## config.mk

```make
export PLATFORM = sky130hd
export DESIGN_NAME = adc_trim_core
export DESIGN_NICKNAME = d
export VERILOG_FILES = /design/src/rtl/adc_trim_pkg.sv /design/src/rtl/trim_mul_stage.sv /design/src/rtl/trim_align_stage.sv /design/src/rtl/trim_clamp_stage.sv /design/src/rtl/adc_trim_core.sv
export SDC_FILE = /design/constraint.sdc
export NUM_CORES = 1
export LEC_CHECK = 0
export BUFFER_PORTS_ARGS = -buffer_cell sky130_fd_sc_hd__buf_2
export CORE_MARGIN = 5
export CORE_UTILIZATION = 55
export DETAILED_ROUTE_END_ITERATION = 8
export PLACE_DENSITY = 0.79
export SYNTH_ARGS = -nofsm -noshare
export SYNTH_HDL_FRONTEND = slang
export SYNTH_SLANG_ARGS = --single-unit
```

## constraint.sdc

```tcl
create_clock -name clk -period 14.7 [get_ports clk]
set_input_delay 0 -clock clk [delete_from_list [all_inputs] [get_ports clk]]
set_output_delay 0 -clock clk [all_outputs]
set_load 0.05 [all_outputs]
```

## src/rtl/adc_trim_pkg.sv

```systemverilog
package adc_trim_pkg;

   typedef enum logic [1:0] {
      CLAMP_NONE = 2'd0,
      CLAMP_LOW  = 2'd1,
      CLAMP_HIGH = 2'd2
   } trim_clamp_e;

endpackage

```

## src/rtl/trim_mul_stage.sv

```systemverilog
module trim_mul_stage #(
   parameter int SAMPLE_W = 16,
   parameter int COEF_W   = 16,
   localparam int PROD_W  = SAMPLE_W + COEF_W
) (
   input  logic                     clk,
   input  logic                     rst_n,
   input  logic                     in_valid,
   input  logic signed [SAMPLE_W-1:0] in_sample,
   input  logic signed [COEF_W-1:0]   gain,
   input  logic signed [COEF_W-1:0]   offs,
   output logic                     s1_valid,
   output logic signed [PROD_W-1:0]   s1_prod,
   output logic signed [COEF_W-1:0]   s1_offs
);

   // Offset is captured beside the product so the pair stays consistent.
   always_ff @(posedge clk or negedge rst_n) begin
      if (!rst_n) begin
         s1_valid <= 1'b0;
         s1_prod  <= '0;
         s1_offs  <= '0;
      end else begin
         s1_valid <= in_valid;
         if (in_valid) begin
            s1_prod <= in_sample * gain;
            s1_offs <= offs;
         end
      end
   end

endmodule

```

## src/rtl/trim_align_stage.sv

```systemverilog
module trim_align_stage #(
   parameter int PROD_W   = 32,
   parameter int COEF_W   = 16,
   parameter int ALIGN_SH = 5,
   localparam int SUM_W   = PROD_W + 1
) (
   input  logic                    clk,
   input  logic                    rst_n,
   input  logic                    s1_valid,
   input  logic signed [PROD_W-1:0]  s1_prod,
   input  logic signed [COEF_W-1:0]  s1_offs,
   output logic                    s2_valid,
   output logic signed [SUM_W-1:0]   s2_sum
);

   logic signed [PROD_W-1:0] aligned;
   logic signed [SUM_W-1:0]  sum_next;

   generate
      if (ALIGN_SH > 0) begin : g_shift
         assign aligned = s1_prod >>> ALIGN_SH;
      end else begin : g_pass
         assign aligned = s1_prod;
      end
   endgenerate

   assign sum_next = SUM_W'(aligned) + SUM_W'(s1_offs);

   always_ff @(posedge clk or negedge rst_n) begin
      if (!rst_n) begin
         s2_valid <= 1'b0;
         s2_sum   <= '0;
      end else begin
         s2_valid <= s1_valid;
         if (s1_valid) s2_sum <= sum_next;
      end
   end

endmodule

```

## src/rtl/trim_clamp_stage.sv

```systemverilog
module trim_clamp_stage
   import adc_trim_pkg::*;
#(
   parameter int SUM_W     = 33,
   parameter int OFFS_FRAC = 10,
   parameter int CODE_W    = 12
) (
   input  logic                   clk,
   input  logic                   rst_n,
   input  logic                   s2_valid,
   input  logic signed [SUM_W-1:0]  s2_sum,
   output logic                   out_valid,
   output logic [CODE_W-1:0]      out_code,
   output logic                   out_sat
);

   localparam logic signed [SUM_W-1:0] CODE_MAX = SUM_W'((64'd1 << CODE_W) - 64'd1);

   logic signed [SUM_W-1:0] code_full;
   trim_clamp_e             clamp_kind;
   logic [CODE_W-1:0]       code_next;

   assign code_full = s2_sum >>> OFFS_FRAC;

   always_comb begin
      if (code_full < 0)             clamp_kind = CLAMP_LOW;
      else if (code_full > CODE_MAX) clamp_kind = CLAMP_HIGH;
      else                           clamp_kind = CLAMP_NONE;
      case (clamp_kind)
         CLAMP_LOW:  code_next = '0;
         CLAMP_HIGH: code_next = '1;
         default:    code_next = code_full[CODE_W-1:0];
      endcase
   end

   always_ff @(posedge clk or negedge rst_n) begin
      if (!rst_n) begin
         out_valid <= 1'b0;
         out_code  <= '0;
         out_sat   <= 1'b0;
      end else begin
         out_valid <= s2_valid;
         if (s2_valid) begin
            out_code <= code_next;
            out_sat  <= (clamp_kind != CLAMP_NONE);
         end
      end
   end

   // a flagged result sits on one of the two rails
   assert_sat_on_rail_R6: assert property (@(posedge clk) disable iff (!rst_n)
      out_sat |-> (out_code == '0 || out_code == '1));

   // outputs are held while no result is delivered
   assert_hold_idle_R8: assert property (@(posedge clk) disable iff (!rst_n)
      !s2_valid |=> ($stable(out_code) && $stable(out_sat)));

endmodule

```

## src/rtl/adc_trim_core.sv

```systemverilog
module adc_trim_core #(
   parameter int SAMPLE_W  = 16,
   parameter int COEF_W    = 16,
   parameter int GAIN_FRAC = 15,
   parameter int OFFS_FRAC = 10,
   parameter int CODE_W    = 12,
   parameter logic [COEF_W-1:0] GAIN_INIT = 16'h7FFF,
   parameter logic [COEF_W-1:0] OFFS_INIT = 16'h0000
) (
   input  logic                clk,
   input  logic                rst_n,
   input  logic                gain_wr_en,
   input  logic [COEF_W-1:0]   gain_wr_data,
   input  logic                offs_wr_en,
   input  logic [COEF_W-1:0]   offs_wr_data,
   input  logic                in_valid,
   input  logic [SAMPLE_W-1:0] in_sample,
   output logic                out_valid,
   output logic [CODE_W-1:0]   out_code,
   output logic                out_sat
);

   localparam int PROD_W   = SAMPLE_W + COEF_W;
   localparam int ALIGN_SH = GAIN_FRAC - OFFS_FRAC;
   localparam int SUM_W    = PROD_W + 1;

   generate
      if (GAIN_FRAC < OFFS_FRAC) begin : g_bad_frac
         $error("gain fraction bits must not be fewer than offset fraction bits");
      end
      if (GAIN_FRAC >= COEF_W) begin : g_bad_gain
         $error("gain fraction bits must leave a sign bit");
      end
      if (CODE_W >= SAMPLE_W) begin : g_bad_code
         $error("code width must be narrower than the sample word");
      end
   endgenerate

   logic signed [COEF_W-1:0] gain_q;
   logic signed [COEF_W-1:0] offs_q;

   always_ff @(posedge clk or negedge rst_n) begin
      if (!rst_n) begin
         gain_q <= GAIN_INIT;
         offs_q <= OFFS_INIT;
      end else begin
         if (gain_wr_en) gain_q <= gain_wr_data;
         if (offs_wr_en) offs_q <= offs_wr_data;
      end
   end

   logic                     s1_valid;
   logic signed [PROD_W-1:0] s1_prod;
   logic signed [COEF_W-1:0] s1_offs;
   logic                     s2_valid;
   logic signed [SUM_W-1:0]  s2_sum;

   trim_mul_stage #(.SAMPLE_W(SAMPLE_W), .COEF_W(COEF_W)) i_mul (
      .clk(clk), .rst_n(rst_n), .in_valid(in_valid), .in_sample(in_sample),
      .gain(gain_q), .offs(offs_q),
      .s1_valid(s1_valid), .s1_prod(s1_prod), .s1_offs(s1_offs));

   trim_align_stage #(.PROD_W(PROD_W), .COEF_W(COEF_W), .ALIGN_SH(ALIGN_SH)) i_align (
      .clk(clk), .rst_n(rst_n), .s1_valid(s1_valid), .s1_prod(s1_prod),
      .s1_offs(s1_offs), .s2_valid(s2_valid), .s2_sum(s2_sum));

   trim_clamp_stage #(.SUM_W(SUM_W), .OFFS_FRAC(OFFS_FRAC), .CODE_W(CODE_W)) i_clamp (
      .clk(clk), .rst_n(rst_n), .s2_valid(s2_valid), .s2_sum(s2_sum),
      .out_valid(out_valid), .out_code(out_code), .out_sat(out_sat));

   // Edges seen since reset, saturating, so the latency check never looks before reset.
   logic [1:0] since_rst;
   always_ff @(posedge clk or negedge rst_n) begin
      if (!rst_n)               since_rst <= '0;
      else if (since_rst != 2'd3) since_rst <= since_rst + 2'd1;
   end

   // fixed three-cycle latency on the qualifier
   assert_latency_R1: assert property (@(posedge clk) disable iff (!rst_n)
      (since_rst == 2'd3) |-> (out_valid == $past(in_valid, 3)));

   // coefficients change only on a write strobe
   assert_gain_held_R7: assert property (@(posedge clk) disable iff (!rst_n)
      !gain_wr_en |=> $stable(gain_q));
   assert_offs_held_R7: assert property (@(posedge clk) disable iff (!rst_n)
      !offs_wr_en |=> $stable(offs_q));

endmodule

```

# ---- After elaboration in Yosys (flattened, before gate mapping)
# Index checks and enable logic that the tools add are counted.
dict set report classes {
  n_addsub 1
  n_eq_ne 2
  muxes 3
  magnitude_cmp 2
  n_mul 1
  n_reduce_logical 1
}
# cell count
set op_table {}
lappend op_table {{16-bit by 16-bit multiplier with 32-bit output} 1}
lappend op_table {{27-bit by 16-bit adder with 28-bit output} 1}
lappend op_table {{12-bit case mux with 2 select lines} 1}
lappend op_table {{18-bit by 13-bit greater-than comparator with 1-bit output (second input constant)} 1}
lappend op_table {{18-bit by 1-bit less-than comparator with 1-bit output (second input constant)} 1}
lappend op_table {{2-bit 2-to-1 mux} 2}
lappend op_table {{2-bit by 1-bit == test with 1-bit output (second input constant)} 1}
lappend op_table {{2-bit == test (second input constant)} 1}
lappend op_table {{2-bit nonzero test} 1}
dict set report totals {
  register_bits 124
  input_bits 53
  word_cells 20
}

# ---- Depth between registers and ports, before layout
dict set report depth {
  ltp_word 5
  ltp_mapped 23
}

# ---- Cells and area by module
# From an unflattened synthesis, not the netlist that was laid out.
dict set report unflattened {
  hier_cells 1666
  hier_area_um2 16637.2
}
# module area_per_inst_um2 cells_per_inst instances seq_area_each_um2
set modules_own_cells {}
lappend modules_own_cells {trim_mul_stage 11732.5 1224 1 1226.2}
lappend modules_own_cells {trim_align_stage 2914.0 327 1 725.7}
lappend modules_own_cells {adc_trim_core 1317.5 68 1 819.5}
lappend modules_own_cells {trim_clamp_stage 673.1 47 1 350.3}

# ---- Worst setup path after synthesis
# OpenSTA, ideal clock, no wires.
dict set report synth_path {
  path_type {register to register}
  startpoint {register gain_q[8]}
  endpoint {register i_mul.s1_prod[25]}
  path_buffers 2
  arrival_ps 6175
  path_stages_with_launch 21
  t_required_ps 14580
  setup_slack_ps 8405
  path_cell_list {dfstp_2 > clkbuf_1 > clkbuf_1 > nand2_1 > fa_1 > inv_1 > fa_1 > fa_1 > fa_1 > fa_1 > inv_1 > fa_1 > inv_1 > ha_1 > a221oi_1 > o21ai_0 > a211oi_1 > a21oi_1 > a311o_1 > a211o_1 > a31o_2}
}
dict set report synth_via {
  elab_chain_cells 1
}
# element line
set synth_lines {}
lappend synth_lines {{from (decl)} adc_trim_core.sv:39} ;# logic signed [COEF_W-1:0] gain_q;
lappend synth_lines {{from (signal assigned)} adc_trim_core.sv:47} ;# if (gain_wr_en) gain_q <= gain_wr_data;
lappend synth_lines {{16-bit by 16-bit multiplier with 32-bit output} trim_mul_stage.sv:26} ;# s1_prod <= in_sample * gain;
lappend synth_lines {{to (signal assigned)} trim_mul_stage.sv:26}
lappend synth_lines {{to (decl)} trim_mul_stage.sv:13} ;# output logic signed [PROD_W-1:0] s1_prod,
# Every way passes these cells.
# A chain may end at the register's enable or synchronous reset.

# ---- Worst setup path in the final report
dict set report layout_path {
  startpoint {register gain_q[1]}
  endpoint {register i_mul.s1_prod[31]}
}
# Same word-level chain as after synthesis.

==> impl_metrics.env <==
export IMPL_final_cell_mix="inv_1, fa_1, nand2_1"
export IMPL_synth_top_family_by_area="adder cells"
export IMPL_grt_pass1_vias=11580
export IMPL_synth_compound_area_share_pct=7.796
export IMPL_area_growth_pct=8.006
export IMPL_final_cells=1926
export IMPL_max_clock_freq_mhz=150.8
export IMPL_hold_viol=0
export IMPL_synth_top_cell_by_area="fa_1"
export IMPL_finalCritPeriodShare_pct=45.12
export IMPL_syn_inst=1523
export IMPL_worstSetupPathType="reg -> reg"
export IMPL_slew_viol_final=0
export IMPL_ff2ff_path_depth=18
export IMPL_syn_avg_cell_area_sq_um=9.769
export IMPL_synthArstFlopShare_pct=100.0
export IMPL_synthesis_nets=1942
export IMPL_port_buffers=66
export IMPL_grt_pass1_wl_um=54170
export IMPL_num_vias=10620
export IMPL_drt_pass1_iterations=5
export IMPL_synth_xor_area_share_pct=1.825
export IMPL_cts_resized_gates=0
export IMPL_coreArea_sq_mm=0.02680
export IMPL_crit_required_ns=15.00
export IMPL_clkTransAtPathRegs_ns=0.08
export IMPL_mostFrequentLayoutCell="inv_1"
export IMPL_cts_tree="built"
export IMPL_start_util_pct=55.51
export IMPL_layout_min_cycle_time_ns=6.633
export IMPL_relSlewSlack_pct=30.97
export IMPL_routed_via_density=5.516
export IMPL_setup_violations=0
export IMPL_cts_sinks=109
export IMPL_skew_ns=0.01389
export IMPL_synthMuxAreaShare_pct=4.920
export IMPL_synth_fa_ha_area_share_pct=43.95
export IMPL_gp_congestion=0.9047
export IMPL_min_path_type="in -> async"
export IMPL_wl_per_cell_um=16.50
export IMPL_startpoint_type="register"
export IMPL_synth_area_leaders="fa_1, dfrtp_1, ha_1"
export IMPL_synth_seq_cells=109
export IMPL_hpwl_um=25640
export IMPL_status="completed"
export IMPL_ant_nets=0
export IMPL_dieHeight_um=174.5
export IMPL_yosysTopAreaCellShare_pct=35.12
export IMPL_num_rows=60
export IMPL_cts_path_max_buffers=2
export IMPL_reg2reg_to="i_mul.s1_prod[31]"
export IMPL_htree_num_levels=3
export IMPL_synth_cell_types=63
export IMPL_endpoint_kind="register"
export IMPL_yosys_warnings=0
export IMPL_final_layout_size_suffix_gt1_share_pct=10.98
export IMPL_rsz0062_at_grt="false"
export IMPL_crit_fanout=17
export IMPL_die_x_um=174.5
export IMPL_gr_usage_all_layers_pct=21.66
export IMPL_fp_dieArea_sq_mm=0.03044
export IMPL_globalRoute_totalOverflow=0
export IMPL_synth_seq_area_share_pct=18.46
export IMPL_antenna_cells=0
export IMPL_clk_latency_ns=0.36
export IMPL_timing_rr_start="gain_q[1]"
export IMPL_numCtsBuffers=9
export IMPL_cts_root_buf="clkbuf_16"
export IMPL_synth_edf_count=0
export IMPL_mappedNetlistArea_sq_mm=0.01488
export IMPL_antenna_found_initial=0
export IMPL_boundaryPins=67
export IMPL_grt_start_max_net_pins=85
export IMPL_reg2reg_slack_ns=8.07
export IMPL_crit_arrival_ns=6.93
export IMPL_synthFlopType="dfrtp_1"
export IMPL_yosys_area_share_simple_pct=13.34
export IMPL_drcViolationCount=0
export IMPL_dpl_cell_count=1877
export IMPL_timing_setup_tns_ns=0
export IMPL_final_nets=1999
export IMPL_drv_cap=0
export IMPL_drt_iter0_markers=544
export IMPL_drt_total_wl_um=31790
export IMPL_worstMarginPinSlew_ns=1.035
-- metal layers --
| layer | track usage [%] | wire (um) | vias to the layer above |
|---|---|---|---|
| li1 | - | - | 4843 |
| met2 | 39.50 | 16980 | 342 |
| met1 | 26.28 | 12020 | 5369 |
| met4 | 7.225 | 1014 | 0 |
| met5 | 0 | 0 | - |
| met3 | 3.197 | 1778 | 69 |
-- cells in the mapped netlist, drive strengths merged (3+ instances only) --
| cell type | instances |
|---|---|
| fa | 261 |
| nor3 | 13 |
| nor2b | 8 |
| and3 | 8 |
| o21a | 8 |
| inv | 330 |
| nand4 | 7 |
| ha | 105 |
| or4 | 3 |
| a2111oi | 3 |
| nor2 | 45 |
| a21oi | 53 |
| o211ai | 3 |
| and2 | 119 |
| o21bai | 4 |
| nand2b | 7 |
| o2111ai | 4 |
| a31oi | 4 |
| dfstp | 15 |
| nor3b | 7 |
| nand3b | 3 |
| o21ai | 17 |
| a221o | 3 |
| nand2 | 156 |
| a21o | 19 |
| mux2 | 65 |
| a211oi | 10 |
| clkbuf | 53 |
| o31ai | 11 |
| nand3 | 11 |
| xor2 | 6 |
| dfrtp | 94 |
| a221oi | 6 |
| xnor2 | 25 |
| o311ai | 3 |
| a31o | 5 |
-- layout make-up --
cell class | instances | area, sq um
fill | 2143 | 10730
multi-input combinational | 1029 | 10690
sequential | 109 | 2746
inverter | 330 | 1239
timing repair buffer | 101 | 678.2
tap | 341 | 426.7
clock buffer | 9 | 225.2
clock inverter | 7 | 67.56
-- repair_timing --
item,CTS,global route
endpoints found under the hold margin,57,0
setup buffers,0,0
hold buffers,33,0
-- worst max path at each step --
stage | from | to | slack (ns) | cells past startpoint
final | gain_q[1] | i_mul.s1_prod[31] | 8.07 | 18
after global routing | gain_q[1] | i_mul.s1_prod[26] | 7.69 | 18
after CTS | gain_q[1] | i_mul.s1_prod[26] | 8.10 | 18
after detailed placement | gain_q[1] | i_mul.s1_prod[26] | 8.11 | 18
after global placement | gain_q[1] | i_mul.s1_prod[31] | 8.28 | 18
after floorplan | gain_q[8] | i_mul.s1_prod[25] | 8.40 | 20
-- critical path, cell delays in order (launching register included) --
cell and delay (ns):
dfstp_2 0.72, nand2_1 0.15, inv_1 0.14, fa_1 0.55, fa_1 0.84, inv_1 0.16
fa_1 0.50, inv_1 0.05, fa_1 0.54, fa_1 0.42, fa_1 0.44, ha_1 0.38
and3_1 0.23, and3_1 0.21, nand3_1 0.10, a211oi_2 0.35, nor3b_1 0.16, or4_1 0.54
nand3_1 0.08
-- metrics by stage --
step	setup WS, ns	util (%)	area (sq um)	hold WS, ns
after CTS	8.095	59.96	16070	0.08692
after global placement	8.276	57.63	15450	-0.05511
after global routing	7.692	59.96	16070	0.1122
final	8.067	59.96	16070	0.07747
after floorplan	8.405	-	14880	-0.2956
after detailed placement	8.107	57.63	15450	-0.05182
-- cells by family (layout without fill, tap and decap cells) --
| family | Yosys count | in the layout |
|---|---|---|
| buf+inv | 385 | 447 |
| simple gates | 397 | 397 |
| xor+xnor | 31 | 31 |
| compound gates | 170 | 170 |
| flops | 109 | 109 |
| mux | 65 | 65 |
| fa+ha+maj | 366 | 366 |
-- state kept, by name (all words and copies together) (netlist names), 12 cells and up --
| name | count |
|---|---|
| i_mul.s1_prod | 27 |
| i_align.s2_sum | 18 |
| gain_q | 16 |
| i_mul.s1_offs | 16 |
| offs_q | 16 |
| i_clamp.out_code | 12 |
Power is not shown: default switching activity piles up to over one toggle a cycle in this logic, so the estimate is an artifact.
